[config.mk]
export PLATFORM = sky130hd
export DESIGN_NAME = wcc_wdt_clkctl
export DESIGN_NICKNAME = d
export VERILOG_FILES = /design/src/rtl/wcc_pkg.sv /design/src/rtl/wcc_rst_sync.sv /design/src/rtl/wcc_prot.sv /design/src/rtl/wcc_gate.sv /design/src/rtl/wcc_div.sv /design/src/rtl/wcc_wdt_clkctl.sv
export SDC_FILE = /design/constraint.sdc
export NUM_CORES = 1
export LEC_CHECK = 0
export BUFFER_PORTS_ARGS = -buffer_cell sky130_fd_sc_hd__buf_2
export CAP_MARGIN = 5
export CORE_ASPECT_RATIO = 1.25
export CORE_MARGIN = 5
export CORE_UTILIZATION = 38
export DETAILED_ROUTE_END_ITERATION = 10
export PLACE_DENSITY = 0.7
export REMOVE_ABC_BUFFERS = 1
export SLEW_MARGIN = 20
export SYNTH_ARGS = -nofsm -noshare
export SYNTH_HDL_FRONTEND = slang
export SYNTH_SLANG_ARGS = --single-unit
[constraint.sdc]
create_clock -name clk -period 1.5 [get_ports clk]
set_clock_uncertainty 0.05 [all_clocks]
set_input_delay 0.3 -clock clk [delete_from_list [all_inputs] [get_ports clk]]
set_output_delay 0.3 -clock clk [all_outputs]
set_load 0.01 [all_outputs]
[src/rtl/wcc_pkg.sv]
package wcc_pkg;
  localparam int DIV_W  = 3;
  localparam int SRC_W  = 2;
  localparam int NSRC   = 3;
  localparam int DATA_W = 8;
  localparam int ADDR_W = 2;

  localparam logic [ADDR_W-1:0] A_CTRL = 2'd0;
  localparam logic [ADDR_W-1:0] A_CMD  = 2'd1;
  localparam logic [ADDR_W-1:0] A_STAT = 2'd2;

  localparam logic [DATA_W-1:0] UNLOCK_KEY = 8'hA5;

  localparam logic [SRC_W-1:0] SRC_RING = 2'd0;
  localparam logic [SRC_W-1:0] SRC_SUB  = 2'd1;
  localparam logic [SRC_W-1:0] SRC_MAIN = 2'd2;
  localparam logic [SRC_W-1:0] SRC_BAD  = 2'd3;

  typedef enum logic [1:0] {
    PM_RUN      = 2'd0,
    PM_WATCH    = 2'd1,
    PM_SUBWATCH = 2'd2,
    PM_STOP     = 2'd3
  } pmode_e;

  typedef struct packed {
    logic             sub_stop;
    logic             ring_stop;
    logic [SRC_W-1:0] src;
    logic [DIV_W-1:0] div;
  } cfg_t;

  localparam int CFG_W = $bits(cfg_t);

  localparam cfg_t CFG_RST = '{sub_stop: 1'b1, ring_stop: 1'b0,
                               src: SRC_RING, div: '0};
endpackage

[src/rtl/wcc_rst_sync.sv]
module wcc_rst_sync #(
  parameter int STAGES = 2
) (
  input  logic clk,
  input  logic arst_n,
  output logic srst_n
);
  logic [STAGES-1:0] sync_q;

  always_ff @(posedge clk or negedge arst_n) begin
    if (!arst_n) begin
      sync_q <= '0;
    end else begin
      sync_q <= {sync_q[STAGES-2:0], 1'b1};
    end
  end

  assign srst_n = sync_q[STAGES-1];
endmodule

[src/rtl/wcc_prot.sv]
module wcc_prot
  import wcc_pkg::*;
(
  input  logic              clk,
  input  logic              rst_n,
  input  logic              bus_valid,
  input  logic              bus_write,
  input  logic [ADDR_W-1:0] bus_addr,
  input  logic [DATA_W-1:0] bus_wdata,
  output logic [DATA_W-1:0] bus_rdata,
  output cfg_t              cfg_o,
  output logic              cfg_load_o,
  output logic              perr_o
);
  cfg_t cfg_q, cfg_d, cfg_wr;
  logic armed_q, armed_d;
  logic locked_q, locked_d;
  logic perr_q, perr_d;
  logic wr_acc, ctrl_wr, key_wr, stat_clr, violation, commit;

  // access decode
  always_comb begin
    wr_acc   = bus_valid && bus_write;
    ctrl_wr  = wr_acc && (bus_addr == A_CTRL);
    key_wr   = wr_acc && (bus_addr == A_CMD) && (bus_wdata == UNLOCK_KEY);
    stat_clr = wr_acc && (bus_addr == A_STAT) && !bus_wdata[0];
  end

  // sequence and lock next state
  always_comb begin
    violation = (ctrl_wr && !armed_q) || (bus_valid && armed_q && !ctrl_wr);
    commit    = ctrl_wr && armed_q && !locked_q;

    if (key_wr) begin
      armed_d = 1'b1;
    end else if (bus_valid) begin
      armed_d = 1'b0;
    end else begin
      armed_d = armed_q;
    end

    locked_d = locked_q || commit;

    if (violation) begin
      perr_d = 1'b1;
    end else if (stat_clr) begin
      perr_d = 1'b0;
    end else begin
      perr_d = perr_q;
    end

    cfg_wr = cfg_t'(bus_wdata[CFG_W-1:0]);
    if (cfg_wr.src == SRC_BAD) begin
      cfg_wr.src = cfg_q.src;
    end
    cfg_d = commit ? cfg_wr : cfg_q;
  end

  always_ff @(posedge clk or negedge rst_n) begin
    if (!rst_n) begin
      armed_q  <= 1'b0;
      locked_q <= 1'b0;
      perr_q   <= 1'b0;
    end else begin
      armed_q  <= armed_d;
      locked_q <= locked_d;
      perr_q   <= perr_d;
    end
  end

  always_ff @(posedge clk or negedge rst_n) begin
    if (!rst_n) begin
      cfg_q <= CFG_RST;
    end else if (commit) begin
      cfg_q <= cfg_d;
    end
  end

  // read path
  always_comb begin
    bus_rdata = '0;
    if (bus_valid && !bus_write) begin
      case (bus_addr)
        A_CTRL:  bus_rdata[CFG_W-1:0] = cfg_q;
        A_STAT:  bus_rdata[0]         = perr_q;
        default: bus_rdata            = '0;
      endcase
    end
  end

  assign cfg_o      = cfg_q;
  assign cfg_load_o = commit;
  assign perr_o     = perr_q;

  // an accepted write engages the lock
  p_commit_locks_r2: assert property (@(posedge clk) disable iff (!rst_n)
    commit |=> locked_q);

  // a locked register never changes
  p_locked_cfg_stable_r3: assert property (@(posedge clk) disable iff (!rst_n)
    locked_q |=> $stable(cfg_q));

  // an unlocked write to a locked register raises no error
  p_relock_no_err_r3: assert property (@(posedge clk) disable iff (!rst_n)
    (ctrl_wr && armed_q && locked_q && !perr_q) |=> !perr_q);

  // a control write without the key raises the error
  p_unkeyed_write_flags_r4: assert property (@(posedge clk) disable iff (!rst_n)
    (ctrl_wr && !armed_q) |=> perr_q);

  // the flag holds unless cleared
  p_flag_sticky_r6: assert property (@(posedge clk) disable iff (!rst_n)
    (perr_q && !stat_clr) |=> perr_q);

  // the forbidden source code never reaches the register
  p_src_legal_r9: assert property (@(posedge clk) disable iff (!rst_n)
    cfg_q.src != SRC_BAD);
endmodule

[src/rtl/wcc_gate.sv]
module wcc_gate
  import wcc_pkg::*;
(
  input  logic [1:0]      pmode,
  input  logic            ring_stop_en,
  input  logic            sub_stop_en,
  input  logic [NSRC-1:0] en_raw,
  output logic [NSRC-1:0] en_gated,
  output logic            ring_off,
  output logic            sub_off
);
  pmode_e mode;

  always_comb begin
    mode     = pmode_e'(pmode);
    ring_off = ring_stop_en && (mode != PM_RUN);
    sub_off  = sub_stop_en && (mode == PM_STOP);
    en_gated = en_raw;
    if (ring_off) begin
      en_gated[SRC_RING] = 1'b0;
    end
    if (sub_off) begin
      en_gated[SRC_SUB] = 1'b0;
    end
  end
endmodule

[src/rtl/wcc_div.sv]
module wcc_div
  import wcc_pkg::*;
#(
  parameter int CNT_W = (1 << DIV_W) - 1
) (
  input  logic             clk,
  input  logic             rst_n,
  input  logic [NSRC-1:0]  en_i,
  input  logic [SRC_W-1:0] src_i,
  input  logic [DIV_W-1:0] div_i,
  input  logic             clr_i,
  output logic             tick_o
);
  logic [CNT_W-1:0] cnt_q, cnt_d, mask;
  logic             sel_en, tick_q, tick_d;

  always_comb begin
    sel_en = 1'b0;
    for (int k = 0; k < NSRC; k++) begin
      if (src_i == SRC_W'(k)) begin
        sel_en = en_i[k];
      end
    end
  end

  always_comb begin
    mask   = ~({CNT_W{1'b1}} << div_i);
    tick_d = sel_en && ((cnt_q & mask) == mask);
    if (clr_i) begin
      cnt_d = '0;
    end else if (sel_en) begin
      cnt_d = cnt_q + 1'b1;
    end else begin
      cnt_d = cnt_q;
    end
  end

  always_ff @(posedge clk or negedge rst_n) begin
    if (!rst_n) begin
      cnt_q  <= '0;
      tick_q <= 1'b0;
    end else begin
      cnt_q  <= cnt_d;
      tick_q <= tick_d;
    end
  end

  assign tick_o = tick_q;

  // every tick follows a pulse of the selected source
  p_tick_after_pulse_r7: assert property (@(posedge clk) disable iff (!rst_n)
    tick_q |-> $past(sel_en));

  // at divide-by-1 every selected pulse ticks
  p_div1_every_pulse_r7: assert property (@(posedge clk) disable iff (!rst_n)
    (sel_en && div_i == '0) |=> tick_q);
endmodule

[src/rtl/wcc_wdt_clkctl.sv]
module wcc_wdt_clkctl
  import wcc_pkg::*;
#(
  parameter int SYNC_STAGES = 2
) (
  input  logic       clk,
  input  logic       rst_n,
  input  logic       bus_valid_i,
  input  logic       bus_write_i,
  input  logic [1:0] bus_addr_i,
  input  logic [7:0] bus_wdata_i,
  output logic [7:0] bus_rdata_o,
  output logic       perr_o,
  input  logic [1:0] pmode_i,
  input  logic       ring_en_i,
  input  logic       sub_en_i,
  input  logic       main_en_i,
  output logic       ring_stop_o,
  output logic       sub_stop_o,
  output logic       wdt_tick_o
);
  logic            srst_n;
  cfg_t            cfg;
  logic            cfg_load;
  logic [NSRC-1:0] en_raw, en_gated;

  wcc_rst_sync #(.STAGES(SYNC_STAGES)) u_rst (
    .clk    (clk),
    .arst_n (rst_n),
    .srst_n (srst_n)
  );

  wcc_prot u_prot (
    .clk        (clk),
    .rst_n      (srst_n),
    .bus_valid  (bus_valid_i),
    .bus_write  (bus_write_i),
    .bus_addr   (bus_addr_i),
    .bus_wdata  (bus_wdata_i),
    .bus_rdata  (bus_rdata_o),
    .cfg_o      (cfg),
    .cfg_load_o (cfg_load),
    .perr_o     (perr_o)
  );

  always_comb begin
    en_raw           = '0;
    en_raw[SRC_RING] = ring_en_i;
    en_raw[SRC_SUB]  = sub_en_i;
    en_raw[SRC_MAIN] = main_en_i;
  end

  wcc_gate u_gate (
    .pmode        (pmode_i),
    .ring_stop_en (cfg.ring_stop),
    .sub_stop_en  (cfg.sub_stop),
    .en_raw       (en_raw),
    .en_gated     (en_gated),
    .ring_off     (ring_stop_o),
    .sub_off      (sub_stop_o)
  );

  wcc_div u_div (
    .clk    (clk),
    .rst_n  (srst_n),
    .en_i   (en_gated),
    .src_i  (cfg.src),
    .div_i  (cfg.div),
    .clr_i  (cfg_load),
    .tick_o (wdt_tick_o)
  );

  // a stopped ring clock never produces a tick when it is the source
  p_ring_gate_r10: assert property (@(posedge clk) disable iff (!srst_n)
    (ring_stop_o && cfg.src == SRC_RING && !cfg_load) |=> !wdt_tick_o);

  // a stopped sub clock never produces a tick when it is the source
  p_sub_gate_r11: assert property (@(posedge clk) disable iff (!srst_n)
    (sub_stop_o && cfg.src == SRC_SUB && !cfg_load) |=> !wdt_tick_o);
endmodule

==> flow_summary.json, run 1 <==
{
  "outcome": "finished with violations",
  "violations": "setup timing",
  "fin_ws_ps": -84.5,
  "rsz0062_at_grt": "yes",
  "final_cell_area_um2": 1620,
  "hold_viol_final": 0,
  "slowest_delay_ps": 400,
  "dieWidth_um": 59.4,
  "clkSlewWorstSetupHoldPaths_ps": 110,
  "syn_area_um2": 1160,
  "diodes": 0,
  "fin_util_pct": 54.8,
  "hold_path.class": "reg -> async",
  "p_switching_mw": 0.478,
  "comb_power_share_pct": 30.1,
  "synth_cell_types": 41,
  "root_buffer": "clkbuf_4",
  "grt_pass1_vias": 1184,
  "core-area_um2": 2950,
  "setup_viol": 8,
  "fin_crit_ps": 1580,
  "clk_latency_ps": 300,
  "critical_path_class": "reg -> reg",
  "syn_to_final_growth_pct": 39.6,
  "gr-total-overflow": 0,
  "r2r_end": "u_div.cnt_q[3]",
  "regToRegStartpoint": "u_prot.cfg_o[4]",
  "num_vias": 1117,
  "grtUsageTotal_pct": 15.0,
  "dr_wl_met2_mm": 1.57,
  "cts_tree": "done",
  "synth_edf_count": 0,
  "grt_max_degree": 16,
  "drc": 0,
  "pwr-share-clk_pct": 18.8,
  "slowest_stage": "dfrtp_1",
  "drv_cap": 0,
  "drtAntennaViolNets": 0,
  "fillers": 262,
  "p_int_mw": 0.966,
  "wire_per_inst_um": 14.0,
  "fin_nets": 199,
  "ys_async_sr_fraction_pct": 100,
  "switching_share_pct": 33.1,
  "finalCritPeriodShare_pct": 106,
  "top_layer": "met4",
  "clock-sinks": 20,
  "slew_viol_final": 0,
  "clockBufferDepth": 2,
  "rrSetupSlack_ps": -80,
  "io_buffers": 29,
  "crit_fanout": 6,
  "required_ps": 1650,
  "avgSynthCellArea_um2": 9.04,
  "crit_path_end_kind": "flop",
  "rows": 22,
  "seq_power_share_pct": 51.0,
  "cp-start-kind": "flop",
  "p_leak_nw": 0.782,
  "netlist_instances": 128,
  "firstDrtPassIters": 4,
  "dp_hpwl_mm": 2.38,
  "die_area_um2": 4260,
  "initial_core_util_pct": 39.3,
  "worstPathCellList": "buf_6 -> mux2i_1 -> a311o_2 -> buf_4 -> a21oi_1 -> o21ai_2",
  "io_pins": 31,
  "cts_htree_levels": 1,
  "yosysWarnings": 0,
  "drt_iter0_drc": 26,
  "ys_seq_elements": 20,
  "place_area_um2": 1450,
  "dieHeight_um": 71.7,
  "wl_mm": 3.00,
  "grt_pass1_wl_mm": 4.98,
  "gp_congestion": 0.829,
  "synth_flop_cell": "dfrtp_1",
  "clock.fmax_ghz": 0.631,
  "wl_met3_um": 168,
  "vdd_drop_max_mv": 0.469,
  "numCtsBuffers": 3,
  "drive_gt1_share_pct": 39.9,
  "power_density_nw_per_um2": 894,
  "power_mw": 1.44,
  "ys_seq_area_share_pct": 43.4,
  "wl_met1_mm": 1.19,
  "worst_r2r_path_depth": 6,
  "antenna_found_initial": 0,
  "layout_commonest_cell": "buf_2",
  "vias_per_cell": 5.22,
  "critPathArrivalTime_ps": 1730,
  "layout_common_cells": "buf_2, nand2_1, dfrtp_1, buf_4, a21oi_1"
}
## through the flow
step / setup slack, ps / instances / hold slack [ps] / setup TNS (ps)
6_report: -84.5 / 214 / 71.1 / -285
5_1_grt: -147 / 214 / 97.0 / -967
4_1_cts: -75.1 / 213 / 79.7 / -345
3_5_place_dp: -170 / 206 / 39.6 / -1260
3_3_place_gp: -118 / 206 / 36.1 / -913
2_1_floorplan: 6.20 / 126 / -45.6 / 0
## synthesized netlist by cell type (2+ instances only)
cell type | count | share of area (%)
a21oi_1 | 9 | 3.9
inv_1 | 6 | 1.9
dfrtp_1 | 19 | 41
nand3_1 | 5 | 2.2
o21ai_0 | 4 | 1.7
a21boi_0 | 2 | 1.3
nor3_1 | 2 | 0.86
mux2i_1 | 5 | 4.3
nand2b_1 | 6 | 3.2
and2_1 | 6 | 3.2
nor2_1 | 5 | 1.6
conb_1 | 2 | 0.65
nand4_1 | 3 | 1.6
and2b_1 | 2 | 1.3
nand2_1 | 23 | 7.5
a2111o_1 | 2 | 1.9
o21ai_2 | 2 | 1.5
nor2b_1 | 2 | 1.1
## power groups by stage
stage | Combinational [mW] | Clock [mW] | Sequential, mW
global route | 0.483 | 0.302 | 0.747
global placement | 0.378 | 0 | 0.738
floorplan | 0.235 | 0 | 0.738
detailed placement | 0.408 | 0 | 0.744
CTS | 0.429 | 0.273 | 0.735
finish | 0.435 | 0.272 | 0.737
## logic make-up (layout without fill, tap and decap cells)
logic type               Yosys count  after routing  synth area share [%]
AO/OA/AOI/OAI                     27             27                  16.2
adder cells (fa/ha/maj)            1              1                  1.08
buffers and inverters              8             58                  3.03
flip-flops                        20             20                  43.4
multiplexers                       6              6                  5.30
other                              2              2                 0.649
AND/OR/NAND/NOR                   64             64                  30.4
## layer usage
metal / global-route usage [%] / vias up
met2: 26.4 / 31
met4: 7.30 / 0
met1: 16.9 / 526
met3: 2.70 / 9
li1: - / 551
met5: 0 / -
## worst max path at each step
stage | start | end | slack [ps]
6_report | u_prot.cfg_o[4] | u_div.cnt_q[3] | -80
5_1_grt | u_prot.cfg_o[4] | u_div.cnt_q[3] | -150
4_1_cts | u_prot.cfg_o[4] | u_div.cnt_q[0] | -80
3_5_place_dp | pmode_i[1] | u_div.cnt_q[3] | -170
3_3_place_gp | pmode_i[1] | u_div.cnt_q[4] | -120
2_1_floorplan | pmode_i[1] | u_div.cnt_q[3] | 6
## state kept, by name, summed over array words and instances (netlist names)
signal	count
u_rst.sync_q	2
u_prot.armed_q	1
u_div.tick_o	1
u_prot.perr_o	1
u_prot.locked_q	1
u_div.cnt_q	7
u_prot.cfg_o	7
## critical path, delay by kind of cell (launching register included)
family          cells  cell delay [ps]
mux                 1              100
flops               1              400
buf+inv             2              290
compound gates      3              640
## layout make-up
class / count / area (µm²) / area share (%)
clock buffer: 4 / 26.3 / 1.63
sequential: 20 / 503 / 31.1
inverter: 6 / 22.5 / 1.39
multi-input combinational: 100 / 692 / 42.8
tap: 36 / 45.0 / 2.79
timing repair buffer: 48 / 327 / 20.2
## repair_timing
item                                   CTS  global route
setup buffers                            2             1
gates resized for setup                  8            17
hold buffers                             1             0
pin swaps                                5             3
setup endpoints to repair               14            17
endpoints found under the hold margin    2             0
No activity file was read; power rests on OpenSTA's default activity.
==> inputs of run 2 (changes only) <==
- CORE_ASPECT_RATIO: 1.25 -> unset
- CORE_UTILIZATION: 38 -> 35
- PLACE_DENSITY: 0.7 -> 0.66
- SYNTH_HIERARCHICAL: unset -> 1
==> run 2 against run 1 <==
  * The flow still finishes with violations (setup timing)
  * Power is 0.19% lower
  * Register-to-register slack worse by 90 ps
  * Area after synthesis is 3.4% lower
  * Worst setup slack worse by 88 ps
  * Via count is 11% lower
  * Design area is 2.1% lower
  * Utilization is 3.0 points lower
  * Routed wire length is 7.8% lower
  * Sequential power is 2% higher
  * First-iteration DRC count is 15% higher
  * Critical endpoint is now u_div/cnt_q[5]
==> flow_summary.json, run 2 <==
{
  "gr-total-overflow": 0,
  "fin_crit_ps": 1670,
  "antenna_found_initial": 0,
  "clk_latency_ps": 300,
  "worst_r2r_path_depth": 6,
  "place_inst": 194,
  "layout_commonest_cell": "buf_2",
  "synth_edf_count": 0,
  "synth_cell_types": 39,
  "clockBufferDepth": 2,
  "place_area_um2": 1420,
  "cts_tree": "done",
  "ys_seq_elements": 20,
  "die_area_um2": 4430,
  "finalCritPeriodShare_pct": 112,
  "grt_max_degree": 19,
  "slew_viol_final": 0,
  "wl_met3_um": 85,
  "dieWidth_um": 66.5,
  "r2r_end": "u_div/cnt_q[5]",
  "firstDrtPassIters": 4,
  "required_ps": 1690,
  "dr_wl_met2_mm": 1.55,
  "critPathLaunch": "u_prot/cfg_o[6]",
  "drtAntennaViolNets": 0,
  "synth_top_area_share_pct": 42.5,
  "num_vias": 997,
  "rows": 20,
  "initial_core_util_pct": 36.6,
  "wl_mm": 2.77,
  "synth-compound-area-share_pct": 14.9,
  "rsz0062_at_grt": "yes",
  "hold_viol_final": 0,
  "whs_ps": 150,
  "vias_per_cell": 4.94,
  "violations": "setup timing",
  "tns_ps": -1570,
  "yosysTopAreaCell": "dfrtp_1",
  "outcome": "finished with violations",
  "dp_hpwl_mm": 2.09,
  "drive_gt1_share_pct": 49.4,
  "muxShareOfSynthArea_pct": 10.3,
  "hold_path.class": "reg -> async",
  "syn_to_final_growth_pct": 41.4,
  "power_density_nw_per_um2": 911,
  "synthSimpleGateAreaFrac_pct": 22.7,
  "synthAdderAreaFrac_pct": 1.12,
  "critical_path_class": "reg -> reg",
  "ys_seq_area_share_pct": 44.9,
  "yosysWarnings": 6,
  "drt_iter0_drc": 30,
  "grt_pass1_vias": 1079,
  "drv_cap": 0,
  "regToRegStartpoint": "u_prot/cfg_o[6]",
  "synth.area.top_cells": "dfrtp_1, mux2_4, mux2i_1",
  "io_buffers": 29,
  "drc": 0,
  "final_cell_area_um2": 1580,
  "synth_most_common_cell": "dfrtp_1",
  "ys_async_sr_fraction_pct": 100,
  "layout_common_cells": "buf_2, dfrtp_1, buf_4, buf_6, a21oi_1",
  "avgSynthCellArea_um2": 10.5,
  "final-instance-count-excl-fill": 202,
  "synth-xor-area-share_pct": 0.783,
  "crit_path_end": "u_div/cnt_q[5]",
  "syn_area_um2": 1120,
  "p_leak_nw": 0.778,
  "crit_path_end_kind": "flop",
  "top_layer": "met4",
  "synth_flop_cell": "dfrtp_1",
  "wire_per_inst_um": 13.7,
  "diodes": 0,
  "netlist_instances": 107,
  "clock-sinks": 20,
  "cp-start-kind": "flop",
  "root_buffer": "clkbuf_4",
  "setup_viol": 14,
  "numCtsBuffers": 3,
  "grtUsageTotal_pct": 13.6,
  "synthTopCellsByCount": "dfrtp_1, a21oi_1, and2_1, nor2_1, o21ai_0",
  "synth_top_family_by_area": "simple AND/OR/NAND/NOR gates",
  "gp_congestion": 0.781,
  "clkSlewWorstSetupHoldPaths_ps": 110,
  "crit_fanout": 5,
  "critPathArrivalTime_ps": 1860,
  "core-area_um2": 3050,
  "dp_slack_ps": -311,
  "rrSetupSlack_ps": -170,
  "fin_nets": 179,
  "fin_ws_ps": -173,
  "vdd_drop_max_mv": 0.346,
  "grt_pass1_wl_mm": 4.64,
  "io_pins": 31,
  "clock.fmax_ghz": 0.598,
  "cts_htree_levels": 1,
  "wl_met1_mm": 1.09,
  "dieHeight_um": 66.5
}
==> run 2: how the worst min path moves through the flow <==
| stage | slack, ps | endpoint | start | cells past startpoint |
|---|---|---|---|---|
| after floorplan | -50 | u_rst/sync_q[0] | rst_n | 0 |
| after global placement | 40 | u_rst/sync_q[0] | rst_n | 1 |
| after detailed placement | 40 | u_rst/sync_q[0] | rst_n | 1 |
| after CTS | 160 | u_div/cnt_q[3] | u_rst/sync_q[1] | 1 |
| after global routing | 190 | u_div/cnt_q[3] | u_rst/sync_q[1] | 1 |
| final | 150 | u_div/tick_o | u_rst/sync_q[1] | 1 |
==> run 2: kinds of logic (layout without fill, tap and decap cells) <==
group | count (synthesis) | in the layout
buffers and inverters | 9 | 60
flip-flops | 20 | 20
adder cells (fa/ha/maj) | 1 | 1
other | 2 | 2
XOR/XNOR | 1 | 1
AND/OR/NAND/NOR | 40 | 40
multiplexers | 9 | 9
AO/OA/AOI/OAI | 25 | 25
==> run 2: area by class of cell <==
class | instances | area [µm²]
Sequential cell | 20 | 502
Tap cell | 44 | 55.1
Multi-Input combinational cell | 78 | 604
Inverter | 5 | 18.8
Fill cell | 286 | 1470
Clock buffer | 4 | 26.3
Timing Repair Buffer | 51 | 375
==> run 2: metrics by stage <==
stage	utilization, %	power, mW
final	51.8	1.44
after detailed placement	46.5	1.13
after global placement	46.5	1.11
after CTS	50.2	1.43
after floorplan	-	0.970
after global routing	51.8	1.55
==> run 2: repair_timing <==
| action | 4_1_cts | 5_1_grt |
|---|---|---|
| pin swaps | 18 | 4 |
| setup endpoints to repair | 15 | 18 |
| setup buffers | 2 | 1 |
| hold buffers | 1 | 0 |
| gates resized for setup | 16 | 10 |
| endpoints found under the hold margin | 2 | 0 |
==> run 2: worst max-delay path, cell delays in order, from the launching register on <==
cell	delay (ps)
dfstp_2	390
and3_4	150
nor2b_2	100
mux2i_1	70
o21a_2	240
or4_4	480
a21oi_2	130
==> run 2: routing by layer <==
layer	GRT usage, %	vias up
li1	-	483
met1	14.6	490
met3	1.52	4
met4	7.11	0
met5	0	-
met2	25.5	20
==> run 2: power breakdown <==
part           leakage, nW  internal [mW]  total [mW]  switching (mW)
clock network       0.0150          0.103       0.267           0.163
registers            0.249          0.642       0.749           0.108
logic                0.513          0.206       0.425           0.219
==> inputs of run 3 (changes only) <==
- CELL_PAD_IN_SITES_DETAIL_PLACEMENT: unset -> 0
- CELL_PAD_IN_SITES_GLOBAL_PLACEMENT: unset -> 1
- PLACE_DENSITY: 0.66 -> 0.8
==> run 3 against run 2 <==
  * The flow still finishes with violations (setup timing)
  * Utilization rose by 0.37 points
  * Via count rose by 0.70%
  * Power rose by 1.3%
  * First-iteration DRC count rose by 43%
  * Flip-flop and latch count did not move
  * Sequential share of layout area fell by 0.22 points
  * Routed wire length barely moved
  * Clock-buffer cell count did not move
  * Register-to-register slack got worse by 50 ps
  * Maximum frequency fell by 2.6%
  * Die area did not move
  * Critical path type unchanged
==> flow_summary.json, run 3 (synthesis gave the netlist of run 2 again) <==
{
  "outcome": "finished with violations",
  "violations": "setup timing",
  "cts_htree_levels": 1,
  "pwr-share-clk_pct": 17.9,
  "critical_path_class": "reg -> reg",
  "p_leak_nw": 0.791,
  "cts_tree": "done",
  "diodes": 0,
  "cp-start-kind": "flop",
  "antenna_found_initial": 0,
  "dieWidth_um": 66.5,
  "clkSlewWorstSetupHoldPaths_ps": 110,
  "drc": 0,
  "dp_slack_ps": -344,
  "firstDrtPassIters": 4,
  "io_pins": 31,
  "vdd_drop_max_mv": 0.527,
  "rows": 20,
  "initial_core_util_pct": 36.6,
  "finalCritPeriodShare_pct": 115,
  "syn_to_final_growth_pct": 42.4,
  "place_area_um2": 1420,
  "fin_ws_ps": -218,
  "fillers": 294,
  "tns_ps": -1500,
  "clock.fmax_ghz": 0.582,
  "clock-sinks": 20,
  "rsz0062_at_grt": "yes",
  "numCtsBuffers": 3,
  "setup_viol": 14,
  "drv_cap": 0,
  "wl_mm": 2.77,
  "drtAntennaViolNets": 0,
  "clockBufferDepth": 2,
  "slowest_stage": "dfstp_2",
  "root_buffer": "clkbuf_4",
  "gr-total-overflow": 0,
  "power_mw": 1.46,
  "p_switching_mw": 0.495,
  "required_ps": 1640,
  "drt_iter0_drc": 43,
  "grtUsageTotal_pct": 13.1,
  "slowest_delay_ps": 540,
  "drive_gt1_share_pct": 49.4,
  "wire_per_inst_um": 13.4,
  "hold_viol_final": 0,
  "die_area_um2": 4430,
  "critPathArrivalTime_ps": 1860,
  "path_delay_family": "flip-flops",
  "p_int_mw": 0.965,
  "comb_power_share_pct": 30.1,
  "layout_common_cells": "buf_2, buf_4, dfrtp_1, buf_6",
  "gp_congestion": 0.786,
  "grt_max_degree": 19,
  "crit_fanout": 5,
  "fin_nets": 183,
  "fin_crit_ps": 1720,
  "grt_pass1_wl_mm": 4.42,
  "cp_num_buf_inv": 2,
  "vias_per_cell": 4.87,
  "core-area_um2": 3050,
  "layout_commonest_cell": "buf_2",
  "final-instance-count-excl-fill": 206,
  "switching_share_pct": 33.9,
  "grt_pass1_vias": 1008,
  "hold_path.class": "reg -> async",
  "io_buffers": 29,
  "slew_viol_final": 0,
  "seq_power_share_pct": 52.0,
  "power_density_nw_per_um2": 916,
  "dieHeight_um": 66.5,
  "crit_path_end_kind": "flop",
  "worstPathCellList": "and3_4 -> nor2b_2 -> mux2i_1 -> o21a_2 -> buf_6 -> buf_6 -> mux2i_1 -> nor2_1",
  "dp_hpwl_mm": 2.05,
  "place_inst": 194,
  "clk_latency_ps": 300,
  "final_cell_area_um2": 1590,
  "num_vias": 1004
}
run 3: cell types whose count changed in the layout (fill, tap and decap cells not counted), sizes merged:
cell,delta
buf,+4
run 3: worst paths after layout:
check                                 from         endpoint  slack [ps]  cells past startpoint
max                        u_prot/cfg_o[6]   u_div/cnt_q[1]        -220                      8
min                        u_rst/sync_q[1]   u_div/cnt_q[0]         150                      1
max reg2reg                u_prot/cfg_o[6]   u_div/cnt_q[1]        -220                      8
min reg2reg                u_rst/sync_q[1]   u_div/cnt_q[0]         150                      1
max in group asynchronous  u_rst/sync_q[1]  u_prot/cfg_o[6]         990                      1
min in group clk            bus_wdata_i[2]  u_prot/cfg_o[2]         190                      2
run 3: routing by layer:
metal,vias to the layer above,share of wire (%),track usage (%)
met2,20,53,23.0
met3,2,3.8,3.71
li1,498,-,-
met5,-,0,0
met4,0,0.54,3.81
met1,484,43,15.3
run 3: repair_timing:
action                     in CTS  in global routing
pin swaps                      19                  5
hold endpoints to repair        2                  0
resized for setup              12                  9
setup endpoints to repair      18                 19
hold buffers                    1                  0
gates cloned                    0                  0
buffers inserted                2                  6
run 3: worst reg2reg max path, cell delays in order, from the launching register on:
cell and delay, ps:
dfstp_2 540, and3_4 170, nor2b_2 40, mux2i_1 150, o21a_2 210, buf_6 130, buf_6 90, mux2i_1 170
nor2_1 70
run 3: final cells by class:
cell class	count	area [µm²]	area share, %
Sequential cell	20	502	31.5
Tap cell	44	55.1	3.46
Clock buffer	4	26.3	1.65
Inverter	5	18.8	1.18
Timing Repair Buffer	55	387	24.3
Multi-Input combinational cell	78	604	37.9
run 3: power by group through the flow:
stage / clock, mW / combinational (mW) / sequential [mW]
floorplan: 0 / 0.223 / 0.747
global placement: 0 / 0.354 / 0.750
detailed placement: 0 / 0.371 / 0.756
CTS: 0.275 / 0.399 / 0.746
global route: 0.298 / 0.487 / 0.777
finish: 0.262 / 0.439 / 0.758
run 3: through the flow:
stage | hold slack [ps] | utilization, %
after floorplan | -45.6 | -
after global placement | 34.3 | 46.5
after detailed placement | 37.1 | 46.5
after CTS | 156 | 49.6
after global routing | 181 | 52.2
final | 147 | 52.2
